`src/rtl/mnz_pkg.sv`:
```
package mnz_pkg;

  localparam int NIB_W = 4;
  localparam int CNT_W = $clog2(NIB_W);
  localparam logic [NIB_W-1:0] SFD_NIB = 4'hD;

  typedef enum logic [2:0] {
    PK_IDLE  = 3'd0,
    PK_ALIGN = 3'd1,
    PK_PRE   = 3'd2,
    PK_DATA  = 3'd3,
    PK_DONE  = 3'd4
  } pk_state_t;

endpackage

```
`src/rtl/mnz_rst_sync.sv`:
```
module mnz_rst_sync #(
  parameter int STAGES = 2
) (
  input  logic clk,
  input  logic rst_n,
  output logic rst_sync_n
);

  logic [STAGES-1:0] sync_q;

  always_ff @(posedge clk or negedge rst_n) begin
    if (!rst_n) sync_q <= '0;
    else        sync_q <= {sync_q[STAGES-2:0], 1'b1};
  end

  assign rst_sync_n = sync_q[STAGES-1];

endmodule

```
`src/rtl/mnz_phase_lock.sv`:
```
module mnz_phase_lock #(
  parameter int LOCK_PAIRS = 8
) (
  input  logic clk,
  input  logic rst_n,
  input  logic sample_i,
  input  logic squelch_i,
  output logic locked_o,
  output logic pair_stb_o,
  output logic pair_bit_o,
  output logic pair_ok_o
);

  localparam int RUN_W = $clog2(LOCK_PAIRS + 1);
  localparam logic [RUN_W-1:0] RUN_MAX = RUN_W'(LOCK_PAIRS);
  localparam logic [RUN_W-1:0] RUN_HIT = RUN_W'(LOCK_PAIRS - 1);

  logic prev_q, prev_n;
  logic have_q, have_n;
  logic par_q, par_n;
  logic phase_q, phase_n;
  logic locked_q, locked_n;
  logic comp;
  logic [1:0] hit;

  // a pair is complementary when the earlier sample differs from the current
  assign comp = prev_q ^ sample_i;

  // one run-length counter per candidate pairing
  generate
    for (genvar p = 0; p < 2; p++) begin : g_par
      logic [RUN_W-1:0] run_q, run_n;
      logic mine;

      assign mine = squelch_i && have_q && (par_q == 1'(p));

      always_comb begin
        run_n = run_q;
        if (!squelch_i) begin
          run_n = '0;
        end else if (mine) begin
          if (!comp)                run_n = '0;
          else if (run_q != RUN_MAX) run_n = run_q + 1'b1;
        end
      end

      always_ff @(posedge clk or negedge rst_n) begin
        if (!rst_n) run_q <= '0;
        else        run_q <= run_n;
      end

      assign hit[p] = mine && comp && (run_q == RUN_HIT);
    end
  endgenerate

  always_comb begin
    prev_n   = prev_q;
    have_n   = have_q;
    par_n    = par_q;
    phase_n  = phase_q;
    locked_n = locked_q;
    if (!squelch_i) begin
      have_n   = 1'b0;
      par_n    = 1'b0;
      locked_n = 1'b0;
    end else begin
      prev_n = sample_i;
      have_n = 1'b1;
      par_n  = ~par_q;
      if (!locked_q && (|hit)) begin
        locked_n = 1'b1;
        phase_n  = hit[1];
      end
    end
  end

  always_ff @(posedge clk or negedge rst_n) begin
    if (!rst_n) begin
      prev_q   <= 1'b0;
      have_q   <= 1'b0;
      par_q    <= 1'b0;
      phase_q  <= 1'b0;
      locked_q <= 1'b0;
    end else begin
      prev_q   <= prev_n;
      have_q   <= have_n;
      par_q    <= par_n;
      phase_q  <= phase_n;
      locked_q <= locked_n;
    end
  end

  assign locked_o   = locked_q;
  assign pair_stb_o = locked_q && squelch_i && have_q && (par_q == phase_q);
  assign pair_bit_o = sample_i;
  assign pair_ok_o  = comp;

  AST_LOCK_NEEDS_SQ: assert property (@(posedge clk) disable iff (!rst_n)
    locked_q |-> $past(squelch_i));
  AST_PHASE_HOLD: assert property (@(posedge clk) disable iff (!rst_n)
    (locked_q && $past(locked_q)) |-> $stable(phase_q));

endmodule

```
`src/rtl/mnz_nibble_pack.sv`:
```
module mnz_nibble_pack
  import mnz_pkg::*;
(
  input  logic             clk,
  input  logic             rst_n,
  input  logic             squelch_i,
  input  logic             locked_i,
  input  logic             pair_stb_i,
  input  logic             pair_bit_i,
  input  logic             pair_ok_i,
  output logic [NIB_W-1:0] nib_o,
  output logic             nib_stb_o,
  output logic             dv_o,
  output logic             err_o
);

  localparam logic [CNT_W-1:0] CNT_LAST = CNT_W'(NIB_W - 1);
  localparam logic [CNT_W-1:0] CNT_HALF = CNT_W'(NIB_W / 2 - 1);

  pk_state_t        st_q, st_n;
  logic             hold_bit_q, hold_bit_n;
  logic             hold_bad_q, hold_bad_n;
  logic [CNT_W-1:0] cnt_q, cnt_n;
  logic [NIB_W-1:0] sh_q, sh_n;
  logic             acc_q, acc_n;
  logic             last_q, last_n;
  logic [NIB_W-1:0] nib_q, nib_n;
  logic             err_q, err_n;
  logic             stb_q, stb_n;
  logic             dv_q, dv_n;
  logic             push;
  logic [NIB_W-1:0] nib_w;
  logic             err_w;
  logic             sfd_hit;

  // candidate nibble with the held bit placed at the current position
  always_comb begin
    nib_w        = sh_q;
    nib_w[cnt_q] = hold_bit_q;
  end

  assign err_w   = acc_q | hold_bad_q;
  assign sfd_hit = (st_q == PK_PRE) && hold_bit_q && last_q && !hold_bad_q;

  always_comb begin
    st_n       = st_q;
    hold_bit_n = hold_bit_q;
    hold_bad_n = hold_bad_q;
    cnt_n      = cnt_q;
    sh_n       = sh_q;
    acc_n      = acc_q;
    last_n     = last_q;
    nib_n      = nib_q;
    err_n      = err_q;
    stb_n      = 1'b0;
    dv_n       = dv_q;
    push       = 1'b0;
    if (!squelch_i || !locked_i) begin
      st_n = PK_IDLE;
      dv_n = 1'b0;
    end else begin
      unique case (st_q)
        PK_IDLE, PK_ALIGN: begin
          st_n = PK_ALIGN;
          if (pair_stb_i && pair_ok_i && pair_bit_i) begin
            st_n       = PK_PRE;
            hold_bit_n = 1'b1;
            hold_bad_n = 1'b0;
            cnt_n      = '0;
            acc_n      = 1'b0;
            last_n     = 1'b0;
          end
        end
        PK_PRE, PK_DATA: begin
          if (pair_stb_i) begin
            if (hold_bad_q && !pair_ok_i) begin
              st_n = PK_DONE;
              dv_n = 1'b0;
            end else begin
              push       = 1'b1;
              hold_bit_n = pair_bit_i;
              hold_bad_n = !pair_ok_i;
            end
          end
        end
        PK_DONE: dv_n = 1'b0;
        default: st_n = PK_IDLE;
      endcase

      if (push) begin
        last_n = hold_bit_q;
        if (sfd_hit && (cnt_q == CNT_HALF)) begin
          // delimiter ended half-way: force the boundary here
          nib_n = SFD_NIB;
          err_n = err_w;
          stb_n = 1'b1;
          dv_n  = 1'b1;
          cnt_n = '0;
          acc_n = 1'b0;
          st_n  = PK_DATA;
        end else if (cnt_q == CNT_LAST) begin
          nib_n = nib_w;
          err_n = err_w;
          stb_n = 1'b1;
          dv_n  = 1'b1;
          cnt_n = '0;
          acc_n = 1'b0;
          if (sfd_hit) st_n = PK_DATA;
        end else begin
          cnt_n = cnt_q + 1'b1;
          sh_n  = nib_w;
          acc_n = err_w;
        end
      end
    end
  end

  always_ff @(posedge clk or negedge rst_n) begin
    if (!rst_n) begin
      st_q       <= PK_IDLE;
      hold_bit_q <= 1'b0;
      hold_bad_q <= 1'b0;
      cnt_q      <= '0;
      sh_q       <= '0;
      acc_q      <= 1'b0;
      last_q     <= 1'b0;
      nib_q      <= '0;
      err_q      <= 1'b0;
      stb_q      <= 1'b0;
      dv_q       <= 1'b0;
    end else begin
      st_q       <= st_n;
      hold_bit_q <= hold_bit_n;
      hold_bad_q <= hold_bad_n;
      cnt_q      <= cnt_n;
      sh_q       <= sh_n;
      acc_q      <= acc_n;
      last_q     <= last_n;
      nib_q      <= nib_n;
      err_q      <= err_n;
      stb_q      <= stb_n;
      dv_q       <= dv_n;
    end
  end

  assign nib_o     = nib_q;
  assign nib_stb_o = stb_q;
  assign dv_o      = dv_q;
  assign err_o     = err_q;

  AST_STB_HAS_DV: assert property (@(posedge clk) disable iff (!rst_n)
    stb_q |-> dv_q);
  AST_STB_NOT_BACK: assert property (@(posedge clk) disable iff (!rst_n)
    stb_q |=> !stb_q);
  AST_ERR_AT_STB: assert property (@(posedge clk) disable iff (!rst_n)
    $rose(err_q) |-> stb_q);
  AST_DONE_QUIET: assert property (@(posedge clk) disable iff (!rst_n)
    (st_q == PK_DONE) |-> !dv_q);

endmodule

```
`src/rtl/mnz_rx_decoder.sv`:
```
module mnz_rx_decoder
  import mnz_pkg::*;
#(
  parameter int LOCK_PAIRS  = 8,
  parameter int SYNC_STAGES = 2
) (
  input  logic             clk,
  input  logic             rst_n,
  input  logic             line_smp_i,
  input  logic             squelch_i,
  output logic [NIB_W-1:0] nib_o,
  output logic             nib_stb_o,
  output logic             dv_o,
  output logic             err_o
);

  logic rst_sync_n;
  logic locked;
  logic pair_stb;
  logic pair_bit;
  logic pair_ok;

  mnz_rst_sync #(.STAGES(SYNC_STAGES)) u_rst (
    .clk        (clk),
    .rst_n      (rst_n),
    .rst_sync_n (rst_sync_n)
  );

  mnz_phase_lock #(.LOCK_PAIRS(LOCK_PAIRS)) u_lock (
    .clk        (clk),
    .rst_n      (rst_sync_n),
    .sample_i   (line_smp_i),
    .squelch_i  (squelch_i),
    .locked_o   (locked),
    .pair_stb_o (pair_stb),
    .pair_bit_o (pair_bit),
    .pair_ok_o  (pair_ok)
  );

  mnz_nibble_pack u_pack (
    .clk        (clk),
    .rst_n      (rst_sync_n),
    .squelch_i  (squelch_i),
    .locked_i   (locked),
    .pair_stb_i (pair_stb),
    .pair_bit_i (pair_bit),
    .pair_ok_i  (pair_ok),
    .nib_o      (nib_o),
    .nib_stb_o  (nib_stb_o),
    .dv_o       (dv_o),
    .err_o      (err_o)
  );

  AST_DV_NEEDS_LOCK: assert property (@(posedge clk) disable iff (!rst_sync_n)
    dv_o |-> locked);
  AST_SQ_LOW_CLEARS: assert property (@(posedge clk) disable iff (!rst_sync_n)
    !squelch_i |=> (!dv_o && !nib_stb_o));

endmodule

```
`config.mk`:
```
export PLATFORM = sky130hd
export DESIGN_NAME = mnz_rx_decoder
export DESIGN_NICKNAME = d
export VERILOG_FILES = /design/src/rtl/mnz_pkg.sv /design/src/rtl/mnz_rst_sync.sv /design/src/rtl/mnz_phase_lock.sv /design/src/rtl/mnz_nibble_pack.sv /design/src/rtl/mnz_rx_decoder.sv
export SDC_FILE = /design/constraint.sdc
export NUM_CORES = 1
export LEC_CHECK = 0
export BUFFER_PORTS_ARGS = -buffer_cell sky130_fd_sc_hd__buf_2
export CAP_MARGIN = 0
export CELL_PAD_IN_SITES_DETAIL_PLACEMENT = 0
export CELL_PAD_IN_SITES_GLOBAL_PLACEMENT = 1
export CORE_UTILIZATION = 47
export DETAILED_ROUTE_END_ITERATION = 8
export PLACE_DENSITY = 0.84
export SLEW_MARGIN = 30
export SYNTH_ARGS = -nofsm -noshare
export SYNTH_HDL_FRONTEND = slang
export SYNTH_SLANG_ARGS = --single-unit
export TNS_END_PERCENT = 50
```
`constraint.sdc`:
```
create_clock -name clk -period 1.3 [get_ports clk]
set_input_delay 0.13 -clock clk [delete_from_list [all_inputs] [get_ports clk]]
set_output_delay 0.13 -clock clk [all_outputs]
set_load 0.005 [all_outputs]
```
# ---- Word-level counts from Yosys, hierarchy flattened
# Cells that the tools add are included.
dict set report classes {
  reduce_logical 39
  bitwise 6
  n_eq_ne 19
  add_sub_neg 3
  n_mux 61
  magnitude_cmp 2
}
# op count
set ops {}
lappend ops {{$mux W4} 10}
lappend ops {{$mux W1} 32}
lappend ops {{$mux W3} 7}
lappend ops {{$logic_and A1 B1 Y1} 19}
lappend ops {{$mux W2} 6}
lappend ops {{$ne A2 B1 Y1 const B} 5}
lappend ops {{$pmux W3 S3} 1}
lappend ops {{$add A4 B1 Y4 const B} 2}
lappend ops {{$eq A4 B3 Y1 const B} 2}
lappend ops {{$ne A4 B4 Y1 const B} 2}
lappend ops {{$reduce_bool A2 Y1} 4}
lappend ops {{$eq A3 B2 Y1 const B} 2}
lappend ops {{$ne A3 B3 Y1 const B} 2}
lappend ops {{$pmux W1 S2} 3}
lappend ops {{$reduce_and A2 Y1} 3}
lappend ops {{$reduce_and A3 Y1} 2}
lappend ops {{$reduce_or A2 Y1} 3}
lappend ops {{$reduce_and A5 Y1} 1}
lappend ops {{$bwmux W4} 1}
lappend ops {{$logic_not A1 Y1} 4}
lappend ops {{$not A1 Y1} 4}
lappend ops {{$reduce_and A4 Y1} 1}
lappend ops {{$eq A3 B1 Y1 const B} 1}
lappend ops {{$eq A3 B3 Y1 const B} 1}
lappend ops {{other kinds (12)} 12}
dict set report totals {
  in_bits 4
  output_inout_bits 7
  word_cells 149
  ff_bits 35
}

# ---- Logic depth before layout (Yosys ltp)
# Gate-level depths: netlist of the first run.
dict set report logic_depth {
  ltp_word 12
  depth_mapped 6
  mapped_depth_nobuf 6
}

# ---- Cells and area by module
# Synthesis of the first run repeated with hierarchy kept, for this count alone.
dict set report hier_totals {
  hier_cells 168
  hier_area_um2 1769.2
}
# mod n_inst seq_area_each_um2 cells_each area_per_inst_um2
set by_module_without_submodules {}
lappend by_module_without_submodules {mnz_nibble_pack 1 475.5 91 997.2}
lappend by_module_without_submodules {mnz_phase_lock 1 325.3 74 718.2}
lappend by_module_without_submodules {mnz_rst_sync 1 50.0 3 53.8}

# ---- Worst setup path after synthesis of the first run
# No wires, ideal clock.
dict set report synth_path {
  path_kind {register to register}
  startpoint {reg u_lock.par_q}
  endpoint {reg u_pack.hold_bit_q}
  path_buffers 0
  setup_time_ps 127
  stages_incl_launch_ff 5
  setup_slack_ps -302
  t_arrival_ps 1474
  cell_sequence {dfrtp_1 -> xnor2_1 -> nand2_1 -> nor4_4 -> mux2_1}
}
dict set report synth_between {
  elab_chain_cells 6
  elab_cells_between_ends 7
}
# item line_no
set synth_rtl {}
lappend synth_rtl {{start, declared} mnz_phase_lock.sv:20} ;# logic par_q, par_n;
lappend synth_rtl {{start signal, assigned} mnz_phase_lock.sv:87} ;# par_q <= par_n;
lappend synth_rtl {{$eq A1 B1 Y1 (*)} mnz_phase_lock.sv:94} ;# assign pair_stb_o = locked_q && squelch_i && have_q && (par_q == phase_q);
lappend synth_rtl {{$logic_and A1 B1 Y1 (*)} mnz_phase_lock.sv:94}
lappend synth_rtl {{$logic_and A1 B1 Y1 (2 in series)} mnz_nibble_pack.sv:65} ;# if (pair_stb_i && pair_ok_i && pair_bit_i) begin
lappend synth_rtl {{$ne A2 B1 Y1 (no source line)} --}
lappend synth_rtl {{$reduce_and A5 Y1 (no source line) (*)} --}
lappend synth_rtl {{end signal, assigned} mnz_nibble_pack.sv:133} ;# hold_bit_q <= hold_bit_n;
lappend synth_rtl {{end, declared} mnz_nibble_pack.sv:21} ;# logic hold_bit_q, hold_bit_n;
# Mark *: on every way between the ends. The rest lies on a longest branch, timed or not.
# A chain may end at the register's enable or synchronous reset.

# ---- Final worst setup path of the first run
dict set report layout_path {
  startpoint {reg u_lock.prev_q}
  endpoint {reg u_pack.acc_q}
}
dict set report layout_between {
  elab_chain_cells 9
  elab_cells_between_ends 13
}
# item line_no
set layout_rtl {}
lappend layout_rtl {{start, declared} mnz_phase_lock.sv:18} ;# logic prev_q, prev_n;
lappend layout_rtl {{start signal, assigned} mnz_phase_lock.sv:85} ;# prev_q <= prev_n;
lappend layout_rtl {{$xor A1 B1 Y1 (*)} mnz_phase_lock.sv:27} ;# assign comp = prev_q ^ sample_i;
lappend layout_rtl {{$logic_not A1 Y1} mnz_nibble_pack.sv:76} ;# if (hold_bad_q && !pair_ok_i) begin
lappend layout_rtl {{$logic_and A1 B1 Y1} mnz_nibble_pack.sv:76}
lappend layout_rtl {{$mux W1} mnz_nibble_pack.sv:76}
lappend layout_rtl {{$mux W1} mnz_nibble_pack.sv:75} ;# if (pair_stb_i) begin
lappend layout_rtl {{$mux W1} mnz_nibble_pack.sv:62} ;# unique case (st_q)
lappend layout_rtl {{$mux W1} mnz_nibble_pack.sv:58} ;# if (!squelch_i || !locked_i) begin
lappend layout_rtl {{$reduce_bool A2 Y1 (no source line)} --}
lappend layout_rtl {{$reduce_and A3 Y1 (no source line)} --}
lappend layout_rtl {{end signal, assigned} mnz_nibble_pack.sv:137} ;# acc_q <= acc_n;
lappend layout_rtl {{end, declared} mnz_nibble_pack.sv:25} ;# logic acc_q, acc_n;
# Mark *: on every way between the ends. The rest lies on a longest branch, timed or not. The select of a mux whose other input is x is not followed.

==> results of run 1 <==
==> power by group through the flow <==
| stage | Sequential (mW) | Combinational, mW | Clock [mW] |
|---|---|---|---|
| after floorplan | 1.12 | 0.0703 | 0 |
| after global routing | 1.09 | 0.277 | 0.842 |
| after detailed placement | 1.10 | 0.185 | 0 |
| after CTS | 1.08 | 0.227 | 0.796 |
| after global placement | 1.10 | 0.181 | 0 |
| final | 1.08 | 0.254 | 0.780 |
==> what timing repair did <==
item                                    in CTS  in global routing
endpoints found under the setup margin      29                 29
buffers inserted                             6                  4
pin swaps                                   24                 10
hold buffers                                 1                  0
hold endpoints to repair                     2                  0
resized for setup                           43                 17
==> sequential cells by signal (all words and copies together) (netlist names) <==
register / count
u_pack.err_o: 1
u_pack.cnt_q: 2
u_lock.locked_o: 1
u_pack.hold_bit_q: 1
u_lock.g_par.run_q: 8
u_pack.acc_q: 1
u_rst.sync_q: 2
u_lock.phase_q: 1
u_lock.prev_q: 1
u_pack.nib_stb_o: 1
u_pack.sh_q: 3
u_pack.dv_o: 1
u_pack.hold_bad_q: 1
u_pack.nib_o: 4
u_pack.last_q: 1
u_lock.have_q: 1
u_pack.st_q: 3
u_lock.par_q: 1
==> stage by stage <==
step	worst slack (ps)	power, mW	area [um2]
floorplan	-286	1.19	1830
global route	-390	2.20	2580
global placement	-266	1.28	2210
finish	-344	2.12	2580
CTS	-250	2.11	2490
detailed placement	-316	1.29	2210
==> worst max-delay path: cells and delay by family (launching register included) <==
| kind | cells | cell delay [ps] |
|---|---|---|
| XOR/XNOR | 1 | 130 |
| buffers and inverters | 2 | 290 |
| AO/OA/AOI/OAI | 2 | 470 |
| AND/OR/NAND/NOR | 1 | 170 |
| flip-flops | 1 | 430 |
==> cells by family (layout without fill, tap and decap cells) <==
group / count (synthesis) / in the layout / synth area share (%)
buf+inv: 21 / 84 / 4.62
mux: 10 / 10 / 5.97
compound gates: 36 / 36 / 13.9
simple gates: 59 / 59 / 19.8
xor+xnor: 3 / 3 / 1.49
fa+ha+maj: 8 / 8 / 5.69
other cells: 1 / 1 / 0.213
flops: 34 / 34 / 48.3
==> worst max-delay path by stage <==
| stage | startpoint | to | slack, ps |
|---|---|---|---|
| final | u_lock.prev_q | u_pack.acc_q | -340 |
| after global routing | u_lock.prev_q | u_pack.acc_q | -390 |
| after CTS | u_lock.prev_q | u_pack.sh_q[0] | -250 |
| after detailed placement | u_lock.phase_q | u_pack.st_q[1] | -320 |
| after global placement | u_pack.hold_bad_q | u_pack.err_o | -270 |
| after floorplan | u_lock.prev_q | u_pack.hold_bit_q | -290 |
==> routing by layer <==
metal	GRT usage [%]	share of wire, %	vias to the layer above
met5	0	0	-
met4	8.52	2.4	0
met3	5.62	3.9	15
met2	38.6	50	29
met1	31.1	44	747
li1	-	-	743
==> cells in the mapped netlist, types with 4 or more instances <==
| master | instances |
|---|---|
| nor2_1 | 8 |
| nand3_1 | 10 |
| o21ai_0 | 12 |
| inv_1 | 16 |
| nor2b_1 | 5 |
| a21boi_0 | 4 |
| nand2_1 | 13 |
| nand3b_1 | 6 |
| dfrtp_1 | 34 |
| mux2i_1 | 6 |
| ha_1 | 8 |
==> final cells by class <==
type	instances	area, um2
Clock buffer	7	86.3
Timing Repair Buffer	61	493
Inverter	16	60.1
Fill cell	247	885
Multi-Input combinational cell	117	1030
Sequential cell	34	853
Tap cell	46	57.6
==> results.md, run 1 <==
Floorplan:
- The die is ~63 um tall.
- In this run the core area contains 21 standard-cell rows.
- The overall die area is 3990 um2.
- The number of top-level pins is 11.
- The horizontal die dimension is roughly 63 um.
- The floorplan core area is approximately 3500 um2.
- The starting density of the core is approximately half.

Synth:
- In the synthesized netlist the dominant register cell turns out to be dfrtp_1.
- The synthesized design contains 34 register bits.
- Synthesis produced 172 cells.
- The portion of the post-synthesis area used by sequential elements is around 48%.
- The share of synthesized flip-flops with an asynchronous set or reset is 100%.
- The post-synthesis instance area is 1760 um2.
- After synthesis, the largest area contributor takes up 48.3% of total cell area.
- The netlist uses 44 different library cells.
- The number of synthesized flops with an enable pin is 0.
- The number of nets in the synthesized netlist is between 150 and 200.
- By area the synthesized netlist is led by dfrtp_1 (48%), ha_1 (5.7%), mux2i_1 (3.4%).
- The cell type with the largest total area after synthesis is dfrtp_1.
- Dividing the synthesized area by the synthesized cell count gives approximately 10 um2.
- Yosys printed 0 warnings.

Timing:
- The highest achievable clock rate is 608 MHz.
- The total count of max-transition violations in the final report is 0.
- The setup TNS after final layout is -5940 ps.
- Once routing completed, OpenROAD measured the worst setup slack at -344 ps.
- Counting I/O delays and the setup requirement, the final critical path takes between 1500 and 2000 ps.
- The worst hold margin is around 170 ps.
- Setup repair after global routing could not meet its margin everywhere.
- The count of final hold-check violations is 0.
- The final critical-path share of the clock period is 126%.
- The worst-case clock skew is 15.8 ps.
- Setup violations remaining at the end of the flow were counted as 28.

Power:
- The worst-case IR drop observed on VDD is between 0.8 and 0.9 mV.
- The leakage power is between 1 and 1.5 nW.
- Combinational logic is responsible for approximately an eighth of the overall power.
- Of the total power, the share spent switching nets is a little under a quarter.
- Power spread over the standard cell area amounts to between 800 and 900 nW/um2.
- Registers are responsible for between 50% and 60% of the overall power.
- The internal cell power is approximately 1.6 mW.
- The reported net switching power is roughly 0.5 mW.
- The portion of total power attributed to the clock network is between 30 and 40%.

Clocking:
- The number of buffers between clock root and the deepest sink is 2.
- The cell at the root of the clock tree is clkbuf_8.
- The CTS H-tree depth is 2.
- The clock tree from TritonCTS is yes.
- Clock-pin slew was measured on the worst setup and hold paths at 80 ps.
- At the later pin of the worst-skew pair, clock insertion delay measures approximately 290 ps.
- The number of buffers created by CTS is 5.
- The number of clock sinks is 34.

Final layout:
- The area growth from synthesis to layout is 46.8%.
- The top cell types in the final layout, fill and taps aside, are buf_4 (37), dfrtp_1 (32), inv_1 (15).
- For this run, the post-layout net count is between 200 and 250.
- The post-layout instance count excluding filler cells is 281.
- The repair_antennas step left the layout with diodes totalling 0.
- The library cell used most frequently in the layout, excluding fill and tap cells, is buf_4.
- The fraction of final layout cells sized beyond drive strength 1 is about 44%.
- The utilization after layout is ~74%.

Detailed routing:
- After the first detailed-routing iteration, the DRC count stood at 63.
- After detailed routing, the number of vias per cell comes to approximately 5.5.
- Dividing the detail-routed wire length by the instance count gives 15.8 um.
- Across all layers, the routed design uses between 1500 and 2000 vias.
- The first detailed-routing pass took 4 iterations.
- The total wirelength of the detailed-routed design is roughly 4.4 mm.
- The count of nets left with antenna violations once routing finished came out at 0.
- For this run, design rule violations remaining after detail routing come to 0.

Critical path:
- The cell with the largest stage delay on the worst path is dfrtp_1.
- Of all nets on the critical path, the largest fanout is 4.
- The critical path is of the flip-flop to flip-flop type.
- The launch point of the worst reg-to-reg path is u_lock.prev_q.
- In this design, the stage delay of the slowest critical-path cell is between 400 and 500 ps.
- The endpoint identified for the worst register-to-register timing path is u_pack.acc_q.
- STA puts the critical path data required time at ~1500 ps.
- The data arrival time of the critical path is about 1800 ps.
- Walking the worst path, the cells encountered are buf_6 > xnor2_4 > and3_4 > buf_4 > o41ai_2 > a221oi_2.
- The worst setup path is launched from a flip-flop.
- The cell count of the worst reg-to-reg path is 6.
- The register-to-register path setup slack is -340 ps.
- STA classifies the critical path endpoint as a flip-flop.

Global routing:
- The number of antenna violations at the first check in global routing is 0.
- The first global-routing pass estimated 7.22 mm of wire.
- After global routing the overflow that remains totals 0.
- The total routing resource utilization after global routing is 23.8%.
- The via count of the first global-routing pass was 1564.
- Entering global routing, the biggest net connects 24 pins.

Run:
- Across the run, the number of max-cap violations was 0.

Placed design:
- The final estimated routing congestion in global placement is approximately 0.87.
- The total placed cells including tap cells is roughly 260.
- The half-perimeter wire length after placement is between 2 and 3 mm.
- The count of input and output buffers is 10.

Run status:
- The run finished, with violations left.
- The final reports fail on setup timing.

Hold path:
- The tightest min-delay check is of the input port to async pin type.
No activity file was read; power rests on OpenSTA's default activity.
==> run 2, diff against run 1 <==
- PLACE_DENSITY: 0.84 -> default
- PLACE_DENSITY_LB_ADDON: default -> 0.1
==> results.md, run 2 (same netlist as run 1, synthesis figures left out) <==
Placed design:
- The half-perimeter wire length after placement is 2.88 mm (+1.1%).
- The count of input and output buffers came to 10 (unchanged).
- The final estimated routing congestion in global placement came to 0.793 (-8.8%).
- The cell area after placement is 2190 um2 (-0.90%).

Final layout:
- The number of fill cells in the layout is 266 (+7.7%).
- The post-route standard cell area excluding fillers came to 2550 um2 (-1.4%).
- The utilization after layout is 73.4% (-1.0 points).
- The count of inserted antenna diode cells is 0 (unchanged).
- The fraction of final layout cells sized beyond drive strength 1 is 42.9% (-1.3 points).
- In the layout the commonest cells are buf_4 (40), dfrtp_1 (32), inv_1 (15).
- The area taken by flip-flops and latches came to 853 um2 (unchanged).
- The most common cell after layout, fill and taps aside is buf_4.
- Relative to the synthesized area, the layout overhead comes to 44.7%.
- The final layout net count is 244 (-1.2%).
- The number of flip-flops under the largest register name was 8 (unchanged).
- The area taken by multi-input logic gates is 1040 um2 (+0.36%).
- u_lock.g_par.run_q holds more flip-flops than any other register.

Critical path:
- The signal on the critical path passes through buf_6 > xor2_2 > o2111a_2 > buf_6 > nand3_4 > mux2_4.
- Grouping stages by cell kind, the critical path spends the most delay in flip-flops.
- The cell with the largest stage delay on the worst path is dfrtp_1.
- The data arrival time of the critical path came to 1790 ps (about the same).
- The most repeated library cell on the critical path is buf_6.
- The category of the worst setup path capture point is a flip-flop.
- The capturing point of the worst reg2reg path is u_pack.sh_q[0].
- The data required time of the critical path was 1470 ps (+20 ps).
- The delay contributed by the slowest stage of the critical path is 390 ps (-40 ps).
- The largest fanout on the critical path is 4 (unchanged).
- The critical path is of the flip-flop to flip-flop type.
- The cell count of the worst reg-to-reg path came to 6 (unchanged).
- The number of buffer and inverter stages on the critical path is 2 (unchanged).
- STA classifies the critical path startpoint as a flip-flop.
- The register-to-register path setup slack was -320 ps (+20 ps).
- The launch point of the worst reg-to-reg path is u_lock.prev_q.

Global routing:
- The number of antenna violations at the first check in global routing is 0 (unchanged).
- The first-pass GRT wire length is 7.14 mm (-1.1%).
- The largest net degree at the start of global routing came to 19 (-21%).
- The total congestion overflow is 0 (unchanged).
- The total routing resource utilization after global routing is 24.0% (+0.14 points).
- The via count of the first global-routing pass came to 1468 (-6.1%).

Clocking:
- The number of clock sinks is 34 (unchanged).
- The clock-pin transition on the worst setup and hold timing paths is 70 ps (about the same).
- The clock tree from TritonCTS is yes.
- The clock latency of the later-clocked register in the worst-skew pair is 290 ps (about the same).
- The number of buffers created by CTS is 5 (unchanged).
- The number of buffers between clock root and the deepest sink is 2 (unchanged).
- The tree is rooted in a clkbuf_8.
- The CTS H-tree depth was 2 (unchanged).

Run status:
- The final reports fail on setup timing.
- The run finished, with violations left.

Power:
- The power per unit of standard cell area is 835 nW/um2 (+1.9%).
- The leakage power is 1.14 nW (-0.47%).
- The maximum ir drop on the vdd rail is 0.884 mV (+8.9%).

Floorplan:
- The number of cell rows is 21 (unchanged).
- The floorplan core area is 3470 um2 (unchanged).
- The die height is 63.2 um (unchanged).
- The horizontal die dimension is 63.2 um (unchanged).
- The starting density of the core is 50.8% (unchanged).
- The overall die area is 3990 um2 (unchanged).
- The number of top-level pins was 11 (unchanged).

Timing:
- The final critical delay including setup and external delays is 1620 ps (-24.1 ps).
- The setup TNS after final layout is -4930 ps (+1010 ps).
- The highest achievable clock rate came to 617 MHz (+1.5%).
- The total count of max-transition violations in the final report is 0 (unchanged).
- The count of endpoints failing setup in the final report is 29 (+3.6%).
- The count of final hold-check violations was 0 (unchanged).
- The minimum setup slack in the final design is -320 ps (+24.1 ps).
- Setup repair after global routing could not meet its margin everywhere.
- The final critical-path share of the clock period came to 125% (-1.9 points).
- The worst-case clock skew is 5.40 ps (-10.4 ps).
- The worst hold margin came to 153 ps (-12.4 ps).

Detailed routing:
- The average detailed-routed wire length per instance is 15.7 um (-0.58%).
- The total wirelength of the detailed-routed design is 4.38 mm (-1.3%).
- The first-iteration detailed-routing DRC count is 56 (-11%).
- The detail-routed via count per cell is 5.23 (-4.2%).
- The first-pass detailed-route iteration total is 4 (unchanged).
- The vias after detailed routing is 1459 (-4.9%).
- The antenna violation net count after detailed routing is 0 (unchanged).
- The DRC violation count after routing is 0 (unchanged).

Run:
- The count of max-cap constraint violations is 0 (unchanged).

Hold path:
- The min-delay analysis places its worst path in the category input port to async pin.
[run 2: worst register-to-register path, cell delays in order (launching register included)]
cell and delay (ps):
dfrtp_1 390, buf_6 140, xor2_2 150, o2111a_2 300, buf_6 140, nand3_4 70, mux2_4 300
[run 2: worst max-delay path by stage]
stage,from,end,cells after the start
after global routing,u_lock.prev_q,u_pack.sh_q[2],6
after global placement,u_lock.phase_q,u_pack.st_q[1],5
final,u_lock.prev_q,u_pack.sh_q[0],6
after CTS,u_lock.prev_q,u_pack.sh_q[0],5
after floorplan,u_lock.prev_q,u_pack.hold_bit_q,4
after detailed placement,u_lock.phase_q,u_pack.st_q[1],5
[run 2: per-layer routing]
metal | global-route usage [%] | up-vias | share of wire [%]
met5 | 0 | - | 0
met4 | 8.24 | 0 | 1.5
met1 | 31.1 | 698 | 47
met3 | 5.62 | 7 | 2.8
li1 | - | 725 | -
met2 | 39.1 | 29 | 49
[run 2: timing repair]
action                                  4_1_cts  5_1_grt
endpoints found under the hold margin         2        0
gates resized for setup                      32       16
pin swaps                                    15       15
endpoints found under the setup margin       28       29
setup buffers                                 3        6
hold buffers                                  1        0
[run 2: where the power goes]
group / switching, mW / leakage [nW] / internal, mW
Combinational: 0.122 / 0.664 / 0.120
Clock: 0.377 / 0.0482 / 0.427
Sequential: 0.0100 / 0.431 / 1.07
[run 2: layout make-up]
class,count,area share (%)
tap,46,2.26
sequential,34,33.5
clock inverter,1,0.196
clock buffer,7,3.39
multi-input combinational,117,40.7
inverter,16,2.36
timing repair buffer,58,17.6
[run 2: metrics by stage]
stage	setup WS (ps)	cells	total power, mW
finish	-320	279	2.13
global route	-342	279	2.22
detailed placement	-362	263	1.27
floorplan	-286	172	1.19
global placement	-255	263	1.26
CTS	-249	275	2.10
==> run 3, diff against run 2 <==
- CELL_PAD_IN_SITES_DETAIL_PLACEMENT: 0 -> default
- CELL_PAD_IN_SITES_GLOBAL_PLACEMENT: 1 -> default
- CORE_UTILIZATION: 47 -> 59
- HOLD_SLACK_MARGIN: default -> 0.06
- PLACE_DENSITY: default -> 0.78
- PLACE_DENSITY_LB_ADDON: 0.1 -> default
- TNS_END_PERCENT: 50 -> 5
==> results.md, run 3 (same netlist as run 1, synthesis figures left out) <==
Clocking:
- The cell at the root of the clock tree is clkbuf_4.
- The clock-pin transition on the worst setup and hold timing paths is 100 ps (+30 ps).
- The number of buffers between clock root and the deepest sink is 2 (unchanged).
- TritonCTS built the clock tree.
- The clock latency of the later-clocked register in the worst-skew pair is 330 ps (+40 ps).
- The number of buffers created by CTS is 5 (unchanged).
- The number of clock sinks is 34 (unchanged).
- The CTS H-tree depth was 2 (unchanged).

Detailed routing:
- The first-pass detailed-route iteration total is 4 (unchanged).
- The vias after detailed routing is 1558 (+6.8%).
- The DRC violation count after routing came to 0 (unchanged).
- The first-iteration detailed-routing DRC count is 79 (+41%).
- The antenna violation net count after detailed routing is 0 (unchanged).
- The detail-routed via count per cell is 6.09 (+16%).
- The total wirelength of the detailed-routed design is 4.45 mm (+1.5%).
- The average detailed-routed wire length per instance came to 17.4 um (+11%).

Timing:
- The count of final hold-check violations is 0 (unchanged).
- The highest achievable clock rate is 624 MHz (+0.99%).
- The final critical delay including setup and external delays is 1600 ps (-15.9 ps).
- The final critical-path share of the clock period is 123% (-1.2 points).
- The count of endpoints failing setup in the final report came to 28 (-3.4%).
- The total count of max-transition violations in the final report is 0 (unchanged).
- The worst-case clock skew was 4.21 ps (-1.19 ps).
- The setup TNS after final layout is -5130 ps (-204 ps).
- Setup repair after global routing could not meet its margin everywhere.
- The minimum setup slack in the final design is -304 ps (+15.9 ps).

Critical path:
- The data arrival time of the critical path came to 1820 ps (+30 ps).
- The kind of critical path is flip-flop to flip-flop.
- The capturing point of the worst reg2reg path is u_pack.sh_q[0].
- The largest fanout on the critical path is 7 (+3).
- The data required time of the critical path is 1520 ps (+50 ps).
- The top cell family by delay on the critical path is flip-flops.
- The number of buffer and inverter stages on the critical path is 1 (-1).
- The cell with the largest stage delay on the worst path is dfrtp_2.
- The cell count of the worst reg-to-reg path is 5 (-1).
- The delay contributed by the slowest stage of the critical path came to 490 ps (+100 ps).
- The launch point of the worst reg-to-reg path is u_lock.prev_q.
- Traced cell by cell, the critical path runs through xor2_2 > o2111a_1 > buf_6 > nand3_2 > mux2_4.
- The category of the worst setup path capture point is a flip-flop.
- The register-to-register path setup slack was -300 ps (+20 ps).
- The type of element launching the critical path is a flip-flop.

Final layout:
- The top cell types in the final layout, fill and taps aside, are dfrtp_1 (33), buf_4 (32), inv_1 (15).
- From synthesis to final layout, the design area changed by 33.3%.
- The post-layout instance count excluding filler cells is 256 (-8.2%).
- The register with the most flip-flops in the final layout is u_lock.g_par.run_q.
- The count of inserted antenna diode cells was 0 (unchanged).
- The number of flip-flops under the largest register name is 8 (unchanged).
- The most common cell after layout, fill and taps aside is dfrtp_1.
- The final layout net count is 236 (-3.3%).
- The number of fill cells in the layout is 144 (-46%).
- The fraction of final layout cells sized beyond drive strength 1 is 36.9% (-6.0 points).

Global routing:
- The global routing's busiest layer is met2.
- The first-pass GRT wire length is 6.85 mm (-4.1%).
- The largest net degree at the start of global routing is 33 (+14).
- The via count of the first global-routing pass is 1539 (+4.8%).
- The total congestion overflow came to 0 (unchanged).
- The total routing resource utilization after global routing was 28.3% (+4.4 points).
- The met3 track demand over resource was 6.68% (+1.1 points).
- The met1 demand-to-capacity share in global routing is 37.1% (+6.0 points).
- The number of antenna violations at the first check in global routing came to 0 (unchanged).
- The met2 routing resource usage after global routing is 46.6% (+7.4 points).

Power:
- The power per unit of standard cell area is 799 nW/um2 (-4.4%).
- The maximum ir drop on the vdd rail is 0.961 mV (+8.7%).
- The portion of total power attributed to the clock network is 31.5% (-6.3 points).
- The reported net switching power came to 0.453 mW (-11%).
- The switching power as a share of total power is 24.2% (+0.26 points).
- The sum of internal, switching and leakage power came to 1.87 mW (-12%).
- The combinational group share of total power came to 10.4% (-1.0 points).
- The share of power burned in registers is 58.0% (+7.1 points).
- The leakage power is 1.08 nW (-5.9%).
- The internal cell power is 1.42 mW (-12%).

Floorplan:
- The overall die area is 3210 um2 (-20%).
- The number of cell rows is 19 (-9.5%).
- The die height is 56.6 um (-10%).
- The starting density of the core was 63.3% (+13 points).
- The horizontal die dimension is 56.6 um (-10%).
- The floorplan core area was 2780 um2 (-20%).
- The number of top-level pins is 11 (unchanged).

Run status:
- The checks that failed: setup timing.
- The run finished, with violations left.

Placed design:
- The half-perimeter wire length after placement was 2.78 mm (-3.4%).
- The count of input and output buffers is 10 (unchanged).
- The final estimated routing congestion in global placement was 0.853 (+7.6%).
- The total placed cells including tap cells is 243 (-7.6%).

Hold path:
- The path class of the lowest-slack min-delay path is input port to async pin.

Run:
- The count of max-cap constraint violations is 0 (unchanged).
## run 3: cell count changes in the layout (fill, tap and decap cells not counted), moves of 2 or more
| cell | delta |
|---|---|
| buf_4 | -8 |
| clkbuf_4 | +5 |
| clkbuf_8 | -5 |
| a21boi_0 | +2 |
| ha_1 | -2 |
| ha_2 | +2 |
| nand3_1 | +2 |
| nand3_4 | -2 |
| nor3_1 | -2 |
| nor3_2 | +2 |
| o21ai_1 | +2 |
| o41ai_1 | +2 |
| o41ai_2 | -2 |
## run 3: final cells by class
| class | count | area (um2) | area share (%) |
|---|---|---|---|
| Clock buffer | 7 | 55.1 | 2.35 |
| Timing Repair Buffer | 50 | 378 | 16.1 |
| Tap cell | 31 | 38.8 | 1.65 |
| Inverter | 16 | 60.1 | 2.56 |
| Multi-Input combinational cell | 117 | 958 | 40.8 |
| Sequential cell | 34 | 852 | 36.3 |
| Clock inverter | 1 | 5.00 | 0.213 |
## run 3: stage by stage
stage                     setup slack [ps]  util (%)  area [um2]  hold WS [ps]
final                                 -304      84.4        2350           106
after global routing                  -358      84.4        2350          93.5
after CTS                             -237      82.6        2300          92.1
after detailed placement              -292      75.7        2100         -83.1
after global placement                -246      75.7        2100         -86.3
after floorplan                       -286         -        1770          -166
## run 3: how the worst max path moves through the flow
stage,from,endpoint,depth (start not counted)
6_report,u_lock.prev_q,u_pack.sh_q[0],5
3_3_place_gp,u_pack.hold_bad_q,u_pack.err_o,5
2_1_floorplan,u_lock.prev_q,u_pack.hold_bit_q,4
3_5_place_dp,u_pack.hold_bad_q,u_pack.nib_o[1],5
4_1_cts,u_lock.prev_q,u_lock.g_par[1].run_q[3],4
5_1_grt,u_lock.prev_q,u_pack.sh_q[0],5
## run 3: layer usage
layer / wire (um) / vias to the layer above
met5: 0 / -
met4: 71 / 0
met3: 207 / 8
met2: 2330 / 49
met1: 1850 / 786
li1: - / 715
## run 3: worst reg2reg max path, stage by stage, from the launching register on
cell and delay [ps]:
dfrtp_2 490, xor2_2 220, o2111a_1 230, buf_6 140, nand3_2 90, mux2_4 310
## run 3: timing repair
item	4_1_cts	5_1_grt
hold endpoints to repair	3	0
buffers inserted	2	2
gates resized for setup	28	13
setup endpoints to repair	29	29
pin swaps	10	8
hold buffers	2	0
## run 3: power groups by stage
stage / logic (mW) / clock network, mW / registers [mW]
4_1_cts: 0.168 / 0.608 / 1.08
2_1_floorplan: 0.0670 / 0 / 1.12
3_5_place_dp: 0.150 / 0 / 1.10
5_1_grt: 0.213 / 0.639 / 1.09
3_3_place_gp: 0.145 / 0 / 1.10
6_report: 0.195 / 0.591 / 1.09
